<file path="config.mk">
export PLATFORM = sky130hd
export DESIGN_NAME = vco_band_cal
export DESIGN_NICKNAME = d
export VERILOG_FILES = /design/src/rtl/cal_pkg.sv /design/src/rtl/cal_tick_div.sv /design/src/rtl/cal_flag_sync.sv /design/src/rtl/cal_sar_core.sv /design/src/rtl/vco_band_cal.sv
export SDC_FILE = /design/constraint.sdc
export NUM_CORES = 1
export LEC_CHECK = 0
export ABC_AREA = 1
export CAP_MARGIN = 25
export CORE_MARGIN = 4
export CORE_UTILIZATION = 50
export CTS_CLUSTER_SIZE = 28
export DETAILED_ROUTE_END_ITERATION = 7
export DONT_BUFFER_PORTS = 1
export PLACE_DENSITY = 0.62
export SYNTH_ARGS = -nofsm -noshare
export SYNTH_HDL_FRONTEND = slang
export SYNTH_HIERARCHICAL = 1
export SYNTH_SLANG_ARGS = --single-unit
</file>
<file path="constraint.sdc">
create_clock -name clk -period 3.2 [get_ports clk]
set_input_delay 0.32 -clock clk [delete_from_list [all_inputs] [get_ports clk]]
set_output_delay 0.32 -clock clk [all_outputs]
set_load 0.05 [all_outputs]
</file>
<file path="src/rtl/cal_pkg.sv">
package cal_pkg;
  typedef enum logic [1:0] {
    DIR_HOLD = 2'd0,
    DIR_UP   = 2'd1,
    DIR_DOWN = 2'd2
  } step_dir_t;
endpackage

</file>
<file path="src/rtl/cal_tick_div.sv">
module cal_tick_div #(
  parameter int BASE_LOG2 = 9,
  parameter int SEL_W     = 3
) (
  input  logic             clk,
  input  logic             rst,
  input  logic [SEL_W-1:0] div_sel,
  output logic             tick
);
  localparam int CNT_W = BASE_LOG2 + (1 << SEL_W) - 1;

  logic [CNT_W-1:0] cnt;
  logic [CNT_W-1:0] limit;
  logic             wrap;

  always_comb begin
    limit = (CNT_W'(1) << (BASE_LOG2 + int'(div_sel))) - CNT_W'(1);
    wrap  = (cnt >= limit);
  end

  always_ff @(posedge clk) begin
    if (rst) begin
      cnt  <= '0;
      tick <= 1'b0;
    end else begin
      cnt  <= wrap ? '0 : cnt + CNT_W'(1);
      tick <= wrap;
    end
  end


  tick_single_chk: assert property (@(posedge clk) disable iff (rst)
    tick |=> !tick);
endmodule

</file>
<file path="src/rtl/cal_flag_sync.sv">
module cal_flag_sync #(
  parameter int WIDTH  = 2,
  parameter int STAGES = 2
) (
  input  logic             clk,
  input  logic             rst,
  input  logic [WIDTH-1:0] d_async,
  output logic [WIDTH-1:0] q_sync
);
  logic [WIDTH-1:0] chain [STAGES];

  always_ff @(posedge clk) begin
    if (rst) begin
      for (int s = 0; s < STAGES; s++) chain[s] <= '0;
    end else begin
      chain[0] <= d_async;
      for (int s = 1; s < STAGES; s++) chain[s] <= chain[s-1];
    end
  end

  assign q_sync = chain[STAGES-1];
endmodule

</file>
<file path="src/rtl/cal_sar_core.sv">
module cal_sar_core
  import cal_pkg::*;
#(
  parameter int CODE_W = 6
) (
  input  logic              clk,
  input  logic              rst,
  input  logic              tick,
  input  logic              start_req,
  input  logic              pol,
  input  logic              flag_hi,
  input  logic              flag_lo,
  output logic [CODE_W-1:0] code,
  output logic              busy,
  output logic              done
);
  localparam int IDX_W = $clog2(CODE_W);
  localparam int LAST  = CODE_W - 1;
  localparam logic [CODE_W-1:0] MID = CODE_W'((1 << (CODE_W - 1)) - 1);
  localparam logic [CODE_W-1:0] TOP = {CODE_W{1'b1}};

  logic              pend;
  logic [IDX_W-1:0]  idx;
  step_dir_t         dir;
  logic [CODE_W-1:0] step;
  logic [CODE_W:0]   up_sum;
  logic [CODE_W-1:0] next_code;
  logic              go;

  always_comb begin
    if (flag_hi == flag_lo)             dir = DIR_HOLD;
    else if (pol ? flag_lo : flag_hi)   dir = DIR_UP;
    else                                dir = DIR_DOWN;

    if (idx < IDX_W'(LAST)) step = CODE_W'(1) << (LAST - 1 - int'(idx));
    else                    step = CODE_W'(1);

    up_sum = {1'b0, code} + {1'b0, step};
    case (dir)
      DIR_UP:   next_code = up_sum[CODE_W] ? TOP : up_sum[CODE_W-1:0];
      DIR_DOWN: next_code = (code < step) ? '0 : code - step;
      default:  next_code = code;
    endcase

    go = tick & (pend | start_req | (done & (flag_hi | flag_lo)));
  end

  always_ff @(posedge clk) begin
    if (rst) begin
      code <= MID;
      busy <= 1'b0;
      done <= 1'b0;
      pend <= 1'b0;
      idx  <= '0;
    end else begin
      pend <= tick ? 1'b0 : (pend | start_req);
      if (go) begin
        code <= MID;
        busy <= 1'b1;
        done <= 1'b0;
        idx  <= '0;
      end else if (tick && busy) begin
        code <= next_code;
        if (idx == IDX_W'(LAST)) begin
          busy <= 1'b0;
          done <= 1'b1;
        end else begin
          idx <= idx + IDX_W'(1);
        end
      end
    end
  end


  busy_done_excl_chk: assert property (@(posedge clk) disable iff (rst)
    !(busy && done));

  search_end_chk: assert property (@(posedge clk) disable iff (rst)
    $fell(busy) |-> done);

  start_mid_chk: assert property (@(posedge clk) disable iff (rst)
    $rose(busy) |-> (code == MID));

  code_tick_only_chk: assert property (@(posedge clk) disable iff (rst)
    !tick |=> $stable(code));

  step_bound_chk: assert property (@(posedge clk) disable iff (rst)
    busy |-> (idx <= IDX_W'(LAST)));
endmodule

</file>
<file path="src/rtl/vco_band_cal.sv">
module vco_band_cal #(
  parameter int CODE_W        = 6,
  parameter int DIV_BASE_LOG2 = 9,
  parameter int DIV_SEL_W     = 3,
  parameter int SYNC_STAGES   = 2,
  localparam int BANDS        = 1 << CODE_W
) (
  input  logic                 clk,
  input  logic                 rst,
  input  logic [DIV_SEL_W-1:0] div_sel,
  input  logic                 cfg_en,
  input  logic                 cal_arm,
  input  logic                 dir_pol,
  input  logic                 above_hi,
  input  logic                 below_lo,
  input  logic                 man_sel,
  input  logic [BANDS-1:0]     man_word,
  output logic [CODE_W-1:0]    band_code,
  output logic [BANDS-1:0]     band_therm,
  output logic                 busy,
  output logic                 done
);
  logic             tick;
  logic             en_q;
  logic             start_req;
  logic [1:0]       flags_s;
  logic [BANDS-1:0] auto_therm;

  cal_tick_div #(.BASE_LOG2(DIV_BASE_LOG2), .SEL_W(DIV_SEL_W)) i_div (
    .clk(clk), .rst(rst), .div_sel(div_sel), .tick(tick)
  );

  cal_flag_sync #(.WIDTH(2), .STAGES(SYNC_STAGES)) i_sync (
    .clk(clk), .rst(rst), .d_async({above_hi, below_lo}), .q_sync(flags_s)
  );

  always_ff @(posedge clk) begin
    if (rst) en_q <= 1'b0;
    else     en_q <= cfg_en;
  end

  assign start_req = en_q & ~cfg_en & cal_arm;

  cal_sar_core #(.CODE_W(CODE_W)) i_core (
    .clk(clk), .rst(rst), .tick(tick), .start_req(start_req), .pol(dir_pol),
    .flag_hi(flags_s[1]), .flag_lo(flags_s[0]),
    .code(band_code), .busy(busy), .done(done)
  );

  for (genvar i = 0; i < BANDS; i++) begin : g_therm
    assign auto_therm[i] = (CODE_W'(i) <= band_code);
  end

  always_ff @(posedge clk) begin
    if (rst) band_therm <= BANDS'((BANDS'(1) << (BANDS / 2)) - BANDS'(1));
    else     band_therm <= man_sel ? man_word : auto_therm;
  end


  manual_pass_chk: assert property (@(posedge clk) disable iff (rst)
    man_sel |=> (band_therm == $past(man_word)));

  auto_floor_chk: assert property (@(posedge clk) disable iff (rst)
    !man_sel |=> band_therm[0]);
endmodule

</file>
==> metrics.txt, run 1 <==
status finished clean; layout filler cell count between 1,000 and 1,500; CTS resizes 0; Startpoint Class flop; pre-CTS WS a little over 0.5 ns; post-synthesis async set-or-reset flop share 0; CP arrival 2.96 ns; Tcrit/Tclk final 0.840; drt first pass iters 4; Synth cell types 46; Lkg Pwr 0.00253 uW; Critical path origin i_core/idx[0]; Cell Rows 37; prevailing post-synth register cell dfxtp_1; non-filler cells, final 880; Reg-to-Reg End i_core/code[5]; pwr dens around 420 nW/um2; first-pass GRT wire length between 20,000 and 25,000 um; total CTS buffers 9; Slew Limit Headroom 0.534; Post-synth EDFFs 0; fin worst setup slack 0.513 ns; crit path cell chain inv_1, ha_1, inv_1, nand2_1, nand2_1, o21bai_1, ha_1, inv_1, fa_1, nand3_1, nand2_1, nand2_1, nand2_2, nand2_1, nor2_1, nor2_1, nor2_1; CTS tree built; # setup viols final 0; min cycle time layout roughly 2.7 ns; CP Capture Type flop; GP Congestion 0.914; Mapped Cells 741; H-Tree Depth 3; initial antenna violation count 0; Die X 111 um; cell family with most CP delay adder cells; postcts setup bufs 0; largest net degree at the start of global routing 35; clk root buf clkbuf_8; Post-Syn Nets 851; most frequent cells in the layout nand2_1, dfxtp_1, nor2_1, inv_1, a21oi_1; Peak supply drop between 0.0002 and 0.00025 V; WP depth 17; synthesis-to-finish area growth 5.57%; number of I/O port buffers 0; Slew @ Worst Pin about 0.70 ns; Seq/Total Area, Yosys 0.373; Min-Delay Path Depth 1; Setup Skew 0.0144 ns; Final Hold Fails 0; Clock Path Buffers 2; final HPWL from detailed placement ~11,000 um; CP bufs+invs 3; total track usage 0.233; Worst-Skew Late Latency ~0.38 ns; Yosys reg bits just under 100; Placed Cells 862; RR Startpoint i_core/idx[0]; final setup TNS 0 ns; DRT antenna net count 0; CP max-delay cell fa_1; CP Class flop to flop; Critical Path Fanout Max 7; vias in the first global route 4,651; 1st-iter DRT viols 314; layout cells sized above 1 0.0685; die height 111 um; HP Class primary input to flop; worst r2r path cells 17; Starting Density 0.511; CP required 3.47 ns; Via Count 4,694; RSZ-0062 raised after global routing no; final wirelength 14,500 um; Die ar. 12,200 um2; DRC 0; post-synthesis average cell area 7.09 um2; most common cell after layout, fill and taps aside nand2_1; Congestion Overflow GR 0; most frequent CP cell nand2_1; Synth warnings 6; MaxCap Viol Count 0; clock sink count between 90 and 100; Peak Freq 372 MHz; Ports 147; Mapped Area between 5000 and 6000 um2; core area roughly 10,000 um2; wire per inst 16.4 um; clock-pin slew on the worst setup and hold paths roughly 0.10 ns; Slew Viols, Final 0; CP Capture Point i_core/code[5]; Antenna Cells 0; Net count, final roughly 850; R2R Setup Slk approximately 0.5 ns; routed vias/inst 5.33; Largest stage delay, worst path between 0.4 and 0.5 ns
[worst min-delay path by stage]
stage | startpoint | slack, ns | to
finish | rst | 0.03 | band_therm[33]
global route | rst | 0.004 | band_therm[33]
CTS | rst | 0.004 | band_therm[42]
detailed placement | i_sync/chain[0][0] | 0.39 | i_sync/chain[0][2]
global placement | i_sync/chain[0][0] | 0.39 | i_sync/chain[0][2]
floorplan | i_sync/chain[0][0] | 0.39 | i_sync/chain[0][2]
[what timing repair did]
item,CTS,global route
setup endpoints to repair,0,0
hold endpoints to repair,15,1
hold buffers,1,1
[cell type report]
| cell class | instances | area [um2] | area share |
|---|---|---|---|
| timing repair buffer | 10 | 80.1 | 0.0144 |
| tap | 136 | 170 | 0.0307 |
| inverter | 96 | 360 | 0.0649 |
| sequential | 98 | 1960 | 0.354 |
| clock inverter | 6 | 60.1 | 0.0108 |
| multi-input combinational | 524 | 2780 | 0.501 |
| clock buffer | 10 | 138 | 0.0248 |
[logic make-up after synthesis]
| kind of cell | count (synthesis) | synth area share |
|---|---|---|
| and+or+nand+nor | 357 | 0.293 |
| buffers and inverters | 119 | 0.0981 |
| AOI/OAI and AO/OA | 113 | 0.118 |
| DFF | 98 | 0.373 |
| adders and majority gates | 35 | 0.0862 |
| xor gates and xnor gates | 19 | 0.0317 |
[cell usage after synthesis, types with 2 or more instances]
master	number	share of area
nor2_2	5	0.0060
buf_4	9	0.013
nand2_1	180	0.13
dfxtp_1	98	0.37
nand4_1	10	0.012
buf_1	3	0.0021
ha_1	33	0.079
a21oi_2	2	0.0033
nand3_2	3	0.0057
inv_1	91	0.065
nor3_1	10	0.0095
a21oi_1	58	0.055
xor2_1	7	0.012
inv_2	5	0.0036
nor4_1	3	0.0036
o21ai_0	35	0.033
xnor2_1	12	0.020
o22ai_1	3	0.0036
buf_6	2	0.0043
o21ai_1	2	0.0019
buf_2	6	0.0057
nand3b_1	3	0.0043
nand3_1	41	0.039
fa_1	2	0.0076
nor2_4	2	0.0043
o21bai_1	2	0.0029
o31ai_1	2	0.0029
nor2_1	91	0.065
nand2_2	4	0.0048
[registers in the layout, summed over array words and instances (netlist names)]
signal,count
i_core/code,6
i_div/tick,1
i_core/done,1
i_core/pend,1
i_core/idx,3
band_therm,64
en_q,1
i_sync/chain,4
i_div/cnt,16
i_core/busy,1
[per-stage QoR]
stage,hold slack (ns),total power [uW],cell area (um2),utilization
after floorplan,0.388,1550,5260,-
after global placement,0.391,1560,5330,0.519
after detailed placement,0.392,1560,5330,0.519
after CTS,0.00364,2360,5540,0.539
after global routing,0.00374,2450,5550,0.540
final,0.0327,2340,5550,0.540
[metal layers]
metal | track usage | share of wire | routed length (um) | up-vias
met3 | 0.0718 | 0.069 | 1000 | 33
li1 | - | - | - | 2354
met1 | 0.264 | 0.41 | 5900 | 2150
met4 | 0.112 | 0.034 | 492 | 0
met5 | 0 | 0 | 0 | -
met2 | 0.398 | 0.49 | 7080 | 157
[report_power, final]
group	leakage (uW)	internal [uW]	total [uW]	switching [uW]
clock	0.000100	321	807	486
sequential	0.000804	1260	1410	145
combinational	0.00162	49.1	131	82.1
total	0.00253	1630	2340	713
Note: power is estimated with default switching activity, not from simulation.
==> inputs of run 2 (changes only) <==
ABC_AREA = 0   (was 1)
PLACE_DENSITY = 0.65   (was 0.62)
clock period = 2.4 ns   (was 3.2 ns; I/O delays follow)
==> run 2 against run 1 <==
Effect of this change: synthesized area grew 0.79%; sequential share of layout area shrank 4.6 points; critical endpoint is now i_core/code[2]; clock power grew 31%; the flow now finishes with violations (setup timing); routed wire length grew 3.6%; clock skew grew 0.0076 ns; setup slack lost 0.67 ns; largest power group unchanged; count of clock-buffer cells in the layout shrank 1; sequential power grew 32%; fmax grew 5.0%; power grew 35%.
==> metrics.txt, run 2 <==
CTS tree built (unchanged); ranking of synthesized cells by instance count dfxtp_1, nand2_1, nor2_1 (was nand2_1, dfxtp_1, inv_1, nor2_1, a21oi_1); wire per inst 18.6 um (was 16.4 um); largest net degree at the start of global routing 37 (was 35); DRT antenna net count 0 (unchanged); design area 6420 um2 (was 5550 um2); Mapped Area 5300 um2 (was 5260 um2); Antenna Cells 0 (unchanged); layout cells sized above 1 0.194 (was 0.0685); routed vias/inst 5.93 (was 5.33); Via Count 4,776 (was 4,694); first-pass GRT wire length 24,200 um (was 23,100 um); Slew @ Worst Pin 0.724 ns (was 0.698 ns); total track usage 0.238 (was 0.233); 1st-iter DRT viols 406 (was 314); Post-Syn Nets 722 (was 851); Worst-Skew Late Latency 0.38 ns (about the same); Synth warnings 6 (unchanged); clock power share 0.336 (was 0.344); clock-pin slew on the worst setup and hold paths 0.12 ns (was 0.10 ns); Seq/Total Area, Yosys 0.370 (was 0.373); Die ar. 12,300 um2 (was 12,200 um2); Critical Path Fanout Max 4 (was 7); MaxCap Viol Count 0 (unchanged); Starting Density 0.513 (was 0.511); top cells by area, synth dfxtp_1, ha_1, a21oi_1, nand2_1, o21ai_0 (was dfxtp_1, nand2_1, ha_1, inv_1, nor2_1); status finished with violations (was finished clean); Final Hold Fails 0 (unchanged); Die X 111 um (about the same); GP Congestion 0.855 (was 0.914); most frequent cells in the layout dfxtp_1, nand2_1, nor2_1 (was nand2_1, dfxtp_1, nor2_1, inv_1, a21oi_1); vias in the first global route 4,706 (was 4,651); Slew Limit Headroom 0.513 (was 0.534); CP required 2.66 ns (was 3.47 ns); Lkg Pwr 0.00244 uW (was 0.00253 uW); max reg flops 64 (unchanged); CP max-delay cell fa_2 (was fa_1); worst hold margin 0.0207 ns (was 0.0327 ns); clock sink count 98 (unchanged); switching share of total power 0.302 (was 0.304); fin worst setup slack -0.159 ns (was 0.513 ns); Startpoint Class flop (unchanged); initial antenna violation count 0 (unchanged); post-synthesis average cell area 8.66 um2 (was 7.09 um2); Tcrit/Tclk final 1.07 (was 0.840); Peak Freq 391 MHz (was 372 MHz); Setup Skew 0.0220 ns (was 0.0144 ns); Post-synth EDFFs 0 (unchanged); Clock Path Buffers 2 (unchanged); most frequent CP cell ha_4 (was nand2_1); Mapped Cells 612 (was 741); RSZ-0062 raised after global routing yes (was no); # setup viols final 6 (was 0); Congestion Overflow GR 0 (unchanged); Critical path origin i_core/idx[0] (unchanged); failing checks setup timing; worst r2r path cells 13 (was 17); DRC 0 (unchanged); min cycle time layout 2.56 ns (was 2.69 ns); CP Capture Type flop (unchanged); prevailing post-synth register cell dfxtp_1 (unchanged); clk root buf clkbuf_8 (unchanged); CP Capture Point i_core/code[2] (was i_core/code[5]); core area 10,300 um2 (about the same); Net count, final 775 (was 849); final HPWL from detailed placement 10,300 um (was 11,200 um); Switch Pwr 957 uW (was 713 uW); dominant cell type by area after synthesis dfxtp_1 (unchanged); drt first pass iters 5 (was 4); HP Class primary input to flop (unchanged); Peak supply drop 0.000336 V (was 0.000242 V); crit path cell chain inv_4, ha_4, and2_4, o21ai_2, nand2_2, ha_4, inv_2, fa_2, a211o_1, a211oi_4, a211oi_2, o32ai_2, o21ai_1 (was inv_1, ha_1, inv_1, nand2_1, nand2_1, o21bai_1, ha_1, inv_1, fa_1, nand3_1, nand2_1, nand2_1, nand2_2, nand2_1, nor2_1, nor2_1, nor2_1); Reg-to-Reg End i_core/code[2] (was i_core/code[5]); CP Class flop to flop (unchanged); Ports 147 (unchanged); most common cell after layout, fill and taps aside dfxtp_1 (was nand2_1); post-synthesis async set-or-reset flop share 0 (unchanged); Slew Viols, Final 0 (unchanged); Largest stage delay, worst path 0.40 ns (was 0.41 ns); die height 111 um (about the same); total CTS buffers 9 (unchanged); area share of the leading cell type in the synthesized netlist 0.370 (was 0.373); combinational group share of total power 0.077 (was 0.056); Synth cell types 75 (was 46); RR Startpoint i_core/idx[0] (unchanged); pwr dens 494 nW/um2 (was 422 nW/um2); number of I/O port buffers 0 (unchanged); largest reg by FF count band_therm (unchanged); Post-DP Area 5530 um2 (was 5330 um2); Cell Rows 37 (unchanged); P_int 2220 uW (was 1630 uW); H-Tree Depth 3 (unchanged); final wirelength 15,000 um (was 14,500 um); most numerous cell in the Yosys netlist dfxtp_1 (was nand2_1); CP arrival 2.81 ns (was 2.96 ns); largest registers band_therm x64, i_div/cnt x16, i_core/code x6 (unchanged); sequential share of power 0.587 (was 0.600); R2R Setup Slk -0.16 ns (was 0.51 ns); synthesis-to-finish area growth 21.2% (was 5.57%); Yosys reg bits 98 (unchanged)
==> run 2: changes by cell type in the layout (fill, tap and decap cells not counted), sizes merged, moves of 11 or more <==
cell,delta
a21oi,-13
buf,+26
dlygate4sd3,+49
inv,-71
nand2,-125
nand3,-31
nor2,-41
nor2b,+15
nor4,+16
o21ai,+11
==> run 2: what timing repair did <==
item,4_1_cts,5_1_grt
hold buffers,51,1
setup buffers,1,2
gates resized for setup,13,15
hold endpoints to repair,74,1
setup endpoints to repair,6,6
pin swaps,14,10
==> run 2: logic make-up after synthesis <==
| family | count (synthesis) | share of synthesized area |
|---|---|---|
| adder cells (fa/ha/maj) | 35 | 0.0855 |
| XOR/XNOR | 20 | 0.0331 |
| buffers and inverters | 67 | 0.0711 |
| flip-flops | 98 | 0.370 |
| multiplexers | 6 | 0.0116 |
| AO/OA/AOI/OAI | 152 | 0.182 |
| AND/OR/NAND/NOR | 234 | 0.246 |
==> run 2: metrics by stage <==
step / total power [uW] / instances / setup WS (ns) / utilization / setup TNS [ns]
detailed placement: 2060 / 735 / -0.179 / 0.536 / -1.30
floorplan: 2040 / 612 / -0.0718 / - / -0.0718
global route: 3300 / 806 / -0.275 / 0.622 / -1.35
finish: 3170 / 806 / -0.159 / 0.622 / -0.698
CTS: 3190 / 803 / -0.132 / 0.612 / -0.481
global placement: 2050 / 735 / -0.117 / 0.536 / -0.506
==> run 2: power groups by stage <==
stage	clock network, uW	logic (uW)	registers (uW)
finish	1060	245	1860
global route	1150	275	1870
CTS	1090	239	1860
detailed placement	0	153	1900
global placement	0	147	1900
floorplan	0	146	1890
==> run 2: metal layers <==
metal	vias to the layer above	track usage	part of all wire
met3	21	0.0688	0.072
met1	2293	0.280	0.40
li1	2264	-	-
met5	-	0	0
met4	0	0.0632	0.016
met2	198	0.423	0.51
==> run 2: cell type report <==
cell class | count | area, um2
clock buffer | 9 | 124
clock inverter | 7 | 71.3
fill | 881 | 3910
inverter | 24 | 95.1
multi-input combinational | 447 | 3210
sequential | 98 | 1970
tap | 136 | 170
timing repair buffer | 85 | 778
==> run 2: worst min path at each step <==
| stage | start | end | slack, ns | cells past startpoint |
|---|---|---|---|---|
| floorplan | rst | i_sync/chain[0][0] | 0.31 | 1 |
| global placement | rst | en_q | 0.32 | 1 |
| detailed placement | rst | en_q | 0.32 | 1 |
| CTS | man_sel | band_therm[21] | 0.0003 | 2 |
| global route | man_sel | band_therm[21] | 0.002 | 2 |
| finish | man_word[1] | band_therm[1] | 0.02 | 2 |
==> run 2: worst max-delay path, delay by kind of cell (launching register included) <==
kind,cells,cell delay [ns]
compound gates,6,0.99
fa+ha+maj,3,0.71
flops,1,0.37
simple gates,2,0.24
buf+inv,2,0.12
==> inputs of run 3 (changes only) <==
CORE_UTILIZATION = 55   (was 50)
PLACE_DENSITY = 0.67   (was 0.65)
clock period = 2.6 ns   (was 2.4 ns; I/O delays follow)
==> run 3 against run 2 <==
Effect of this change: the run now ends clean; register-to-register slack better by 0.22 ns; count of clock-buffer cells in the layout unchanged; clock skew up 0.00054 ns; non-clock buffer count down 31; global-route usage about the same; setup slack better by 0.22 ns; sequential cell count unchanged; power down 9.3%; design area down 5.7%; cell count down 4.7%; sequential power down 8%; largest cell class unchanged.
==> metrics.txt, run 3 (synthesis results as in run 2) <==
routed vias/inst 5.92 (was 5.93); synthesis-to-finish area growth 14.3% (was 21.2%); sequential share of power 0.597 (was 0.587); clock-pin slew on the worst setup and hold paths 0.11 ns (was 0.12 ns); worst hold start man_word[58] (was man_word[1]); largest net degree at the start of global routing 37 (unchanged); core area 9330 um2 (was 10,300 um2); Min-Delay Path Depth 2 (unchanged); Starting Density 0.568 (was 0.513); Switch Pwr 864 uW (was 957 uW); Critical Path Fanout Max 5 (was 4); worst r2r path cells 13 (unchanged); P_int 2020 uW (was 2220 uW); Multi-input gate area 3120 um2 (was 3210 um2); clock power share 0.339 (was 0.336); hold path endpoint band_therm[58] (was band_therm[1]); max reg flops 64 (unchanged); CP Class flop to flop (unchanged); DRC 0 (unchanged); MaxCap Viol Count 0 (unchanged); pwr dens 475 nW/um2 (was 494 nW/um2); first-pass GRT wire length 21,700 um (was 24,200 um); Final Hold Fails 0 (unchanged); layout cells sized above 1 0.172 (was 0.194); Startpoint Class flop (unchanged); R2R Setup Slk 0.06 ns (was -0.16 ns); vias in the first global route 4,324 (was 4,706); Clock Path Buffers 2 (unchanged); CTS tree built (unchanged); Setup Skew 0.0225 ns (was 0.0220 ns); Peak supply drop 0.000254 V (was 0.000336 V); initial antenna violation count 0 (unchanged); drt first pass iters 5 (unchanged); H-Tree Depth 3 (unchanged); cell family with most CP delay compound AO/OA/AOI/OAI gates (unchanged); CP arrival 2.79 ns (was 2.81 ns); gr busiest metal met2 (unchanged); Net count, final 744 (was 775); most common cell after layout, fill and taps aside dfxtp_1 (unchanged); Peak Freq 394 MHz (was 391 MHz); Tcrit/Tclk final 0.976 (was 1.07); M1 GR Usage 0.273 (was 0.280); Die ar. 11,300 um2 (was 12,300 um2); post-layout power 2880 uW (was 3170 uW); min cycle time layout 2.54 ns (was 2.56 ns); Placed Cells 720 (was 735); layout filler cell count 789 (was 881); CP max-delay cell dfxtp_4 (was fa_2); combinational group share of total power 0.065 (was 0.077); met2 Track Usage GR 0.424 (was 0.423); CP bufs+invs 2 (unchanged); status finished clean (was finished with violations); RR Startpoint i_core/idx[0] (unchanged); clk root buf clkbuf_8 (unchanged); die height 106 um (was 111 um); met3 Usage GRT 0.0607 (was 0.0688); Congestion Overflow GR 0 (unchanged); Ports 147 (unchanged); CP required 2.85 ns (was 2.66 ns); Antenna Cells 0 (unchanged); final wirelength 13,800 um (was 15,000 um); DRT antenna net count 0 (unchanged); total CTS buffers 9 (unchanged); Slew @ Worst Pin 0.664 ns (was 0.724 ns); switching share of total power 0.300 (was 0.302); wire per inst 18.0 um (was 18.6 um); number of I/O port buffers 0 (unchanged); final setup TNS 0 ns (was -0.698 ns); 1st-iter DRT viols 209 (was 406); Via Count 4,546 (was 4,776); crit path cell chain inv_4, ha_4, and2_0, o21ai_1, nand2_2, ha_2, inv_1, fa_2, a211o_1, a211oi_2, a211oi_2, o32ai_2, o21ai_1 (was inv_4, ha_4, and2_4, o21ai_2, nand2_2, ha_4, inv_2, fa_2, a211o_1, a211oi_4, a211oi_2, o32ai_2, o21ai_1); clock sink count 98 (unchanged); Largest stage delay, worst path 0.36 ns (was 0.40 ns); post-layout util 0.649 (was 0.622); largest reg by FF count band_therm (unchanged); largest registers band_therm x64, i_div/cnt x16, i_core/code x6 (unchanged); GP Congestion 0.879 (was 0.855); most frequent cells in the layout dfxtp_1, nand2_1, nor2_1 (unchanged); Slew Viols, Final 0 (unchanged); Die X 106 um (was 111 um); HP Class primary input to flop (unchanged); RSZ-0062 raised after global routing yes (unchanged); final HPWL from detailed placement 9790 um (was 10,300 um); Cell Rows 35 (was 37); CP Capture Type flop (unchanged); Reg-to-Reg End i_core/code[2] (unchanged); # setup viols final 0 (was 6); non-filler cells, final 768 (was 806); total track usage 0.238 (about the same); Slew Limit Headroom 0.557 (was 0.513); Lkg Pwr 0.00230 uW (was 0.00244 uW); Worst-Skew Late Latency 0.38 ns (about the same); FF+latch area 1970 um2 (about the same)
==> run 3: per-layer routing <==
| metal | routed length (um) | share of wire | up-vias |
|---|---|---|---|
| met5 | 0 | 0 | - |
| met4 | 347 | 0.025 | 0 |
| met3 | 968 | 0.070 | 33 |
| met2 | 6940 | 0.50 | 164 |
| met1 | 5550 | 0.40 | 2159 |
| li1 | - | - | 2190 |
==> run 3: repair_timing <==
action                                 in CTS  in global routing
resized for setup                           8                 23
hold buffers                               30                  0
pin swaps                                   3                  9
buffers inserted                            1                  1
setup endpoints to repair                   6                  6
endpoints found under the hold margin      60                  0
==> run 3: worst max path at each step <==
stage	end	start	slack [ns]	depth (start not counted)
after detailed placement	i_div/cnt[1]	div_sel[1]	-0.12	11
after global routing	i_core/code[2]	i_core/idx[0]	-0.06	13
after global placement	i_core/code[4]	i_core/idx[0]	-0.05	12
final	i_core/code[2]	i_core/idx[0]	0.06	13
after floorplan	i_core/code[4]	i_core/idx[0]	0.005	12
after CTS	i_core/code[5]	i_core/idx[0]	-0.02	11
==> run 3: area by class of cell <==
type	count	share of cell area
Clock buffer	9	0.0205
Clock inverter	7	0.0118
Inverter	24	0.0153
Multi-Input combinational cell	447	0.515
Sequential cell	98	0.325
Tap cell	129	0.0267
Timing Repair Buffer	54	0.0851
==> run 3: stage by stage <==
stage | setup slack [ns] | instance area, um2 | hold WS, ns
5_1_grt | -0.0585 | 6060 | 0.00287
4_1_cts | -0.0152 | 5950 | 0.000331
3_3_place_gp | -0.0549 | 5400 | 0.337
3_5_place_dp | -0.120 | 5400 | 0.337
6_report | 0.0632 | 6060 | 0.0129
2_1_floorplan | 0.00508 | 5330 | 0.332
==> run 3: power by group through the flow <==
stage	logic, uW	clock network [uW]	registers (uW)
after global routing	208	1040	1720
after detailed placement	132	0	1750
after CTS	183	993	1720
final	186	975	1720
after floorplan	130	0	1740
after global placement	127	0	1750
==> run 3: worst register-to-register path, cell delays in order (launching register included) <==
cell and delay, ns:
dfxtp_4 0.36, inv_4 0.08, ha_4 0.17, and2_0 0.14, o21ai_1 0.07, nand2_2 0.09, ha_2 0.18, inv_1 0.05
fa_2 0.36, a211o_1 0.31, a211oi_2 0.33, a211oi_2 0.10, o32ai_2 0.12, o21ai_1 0.08
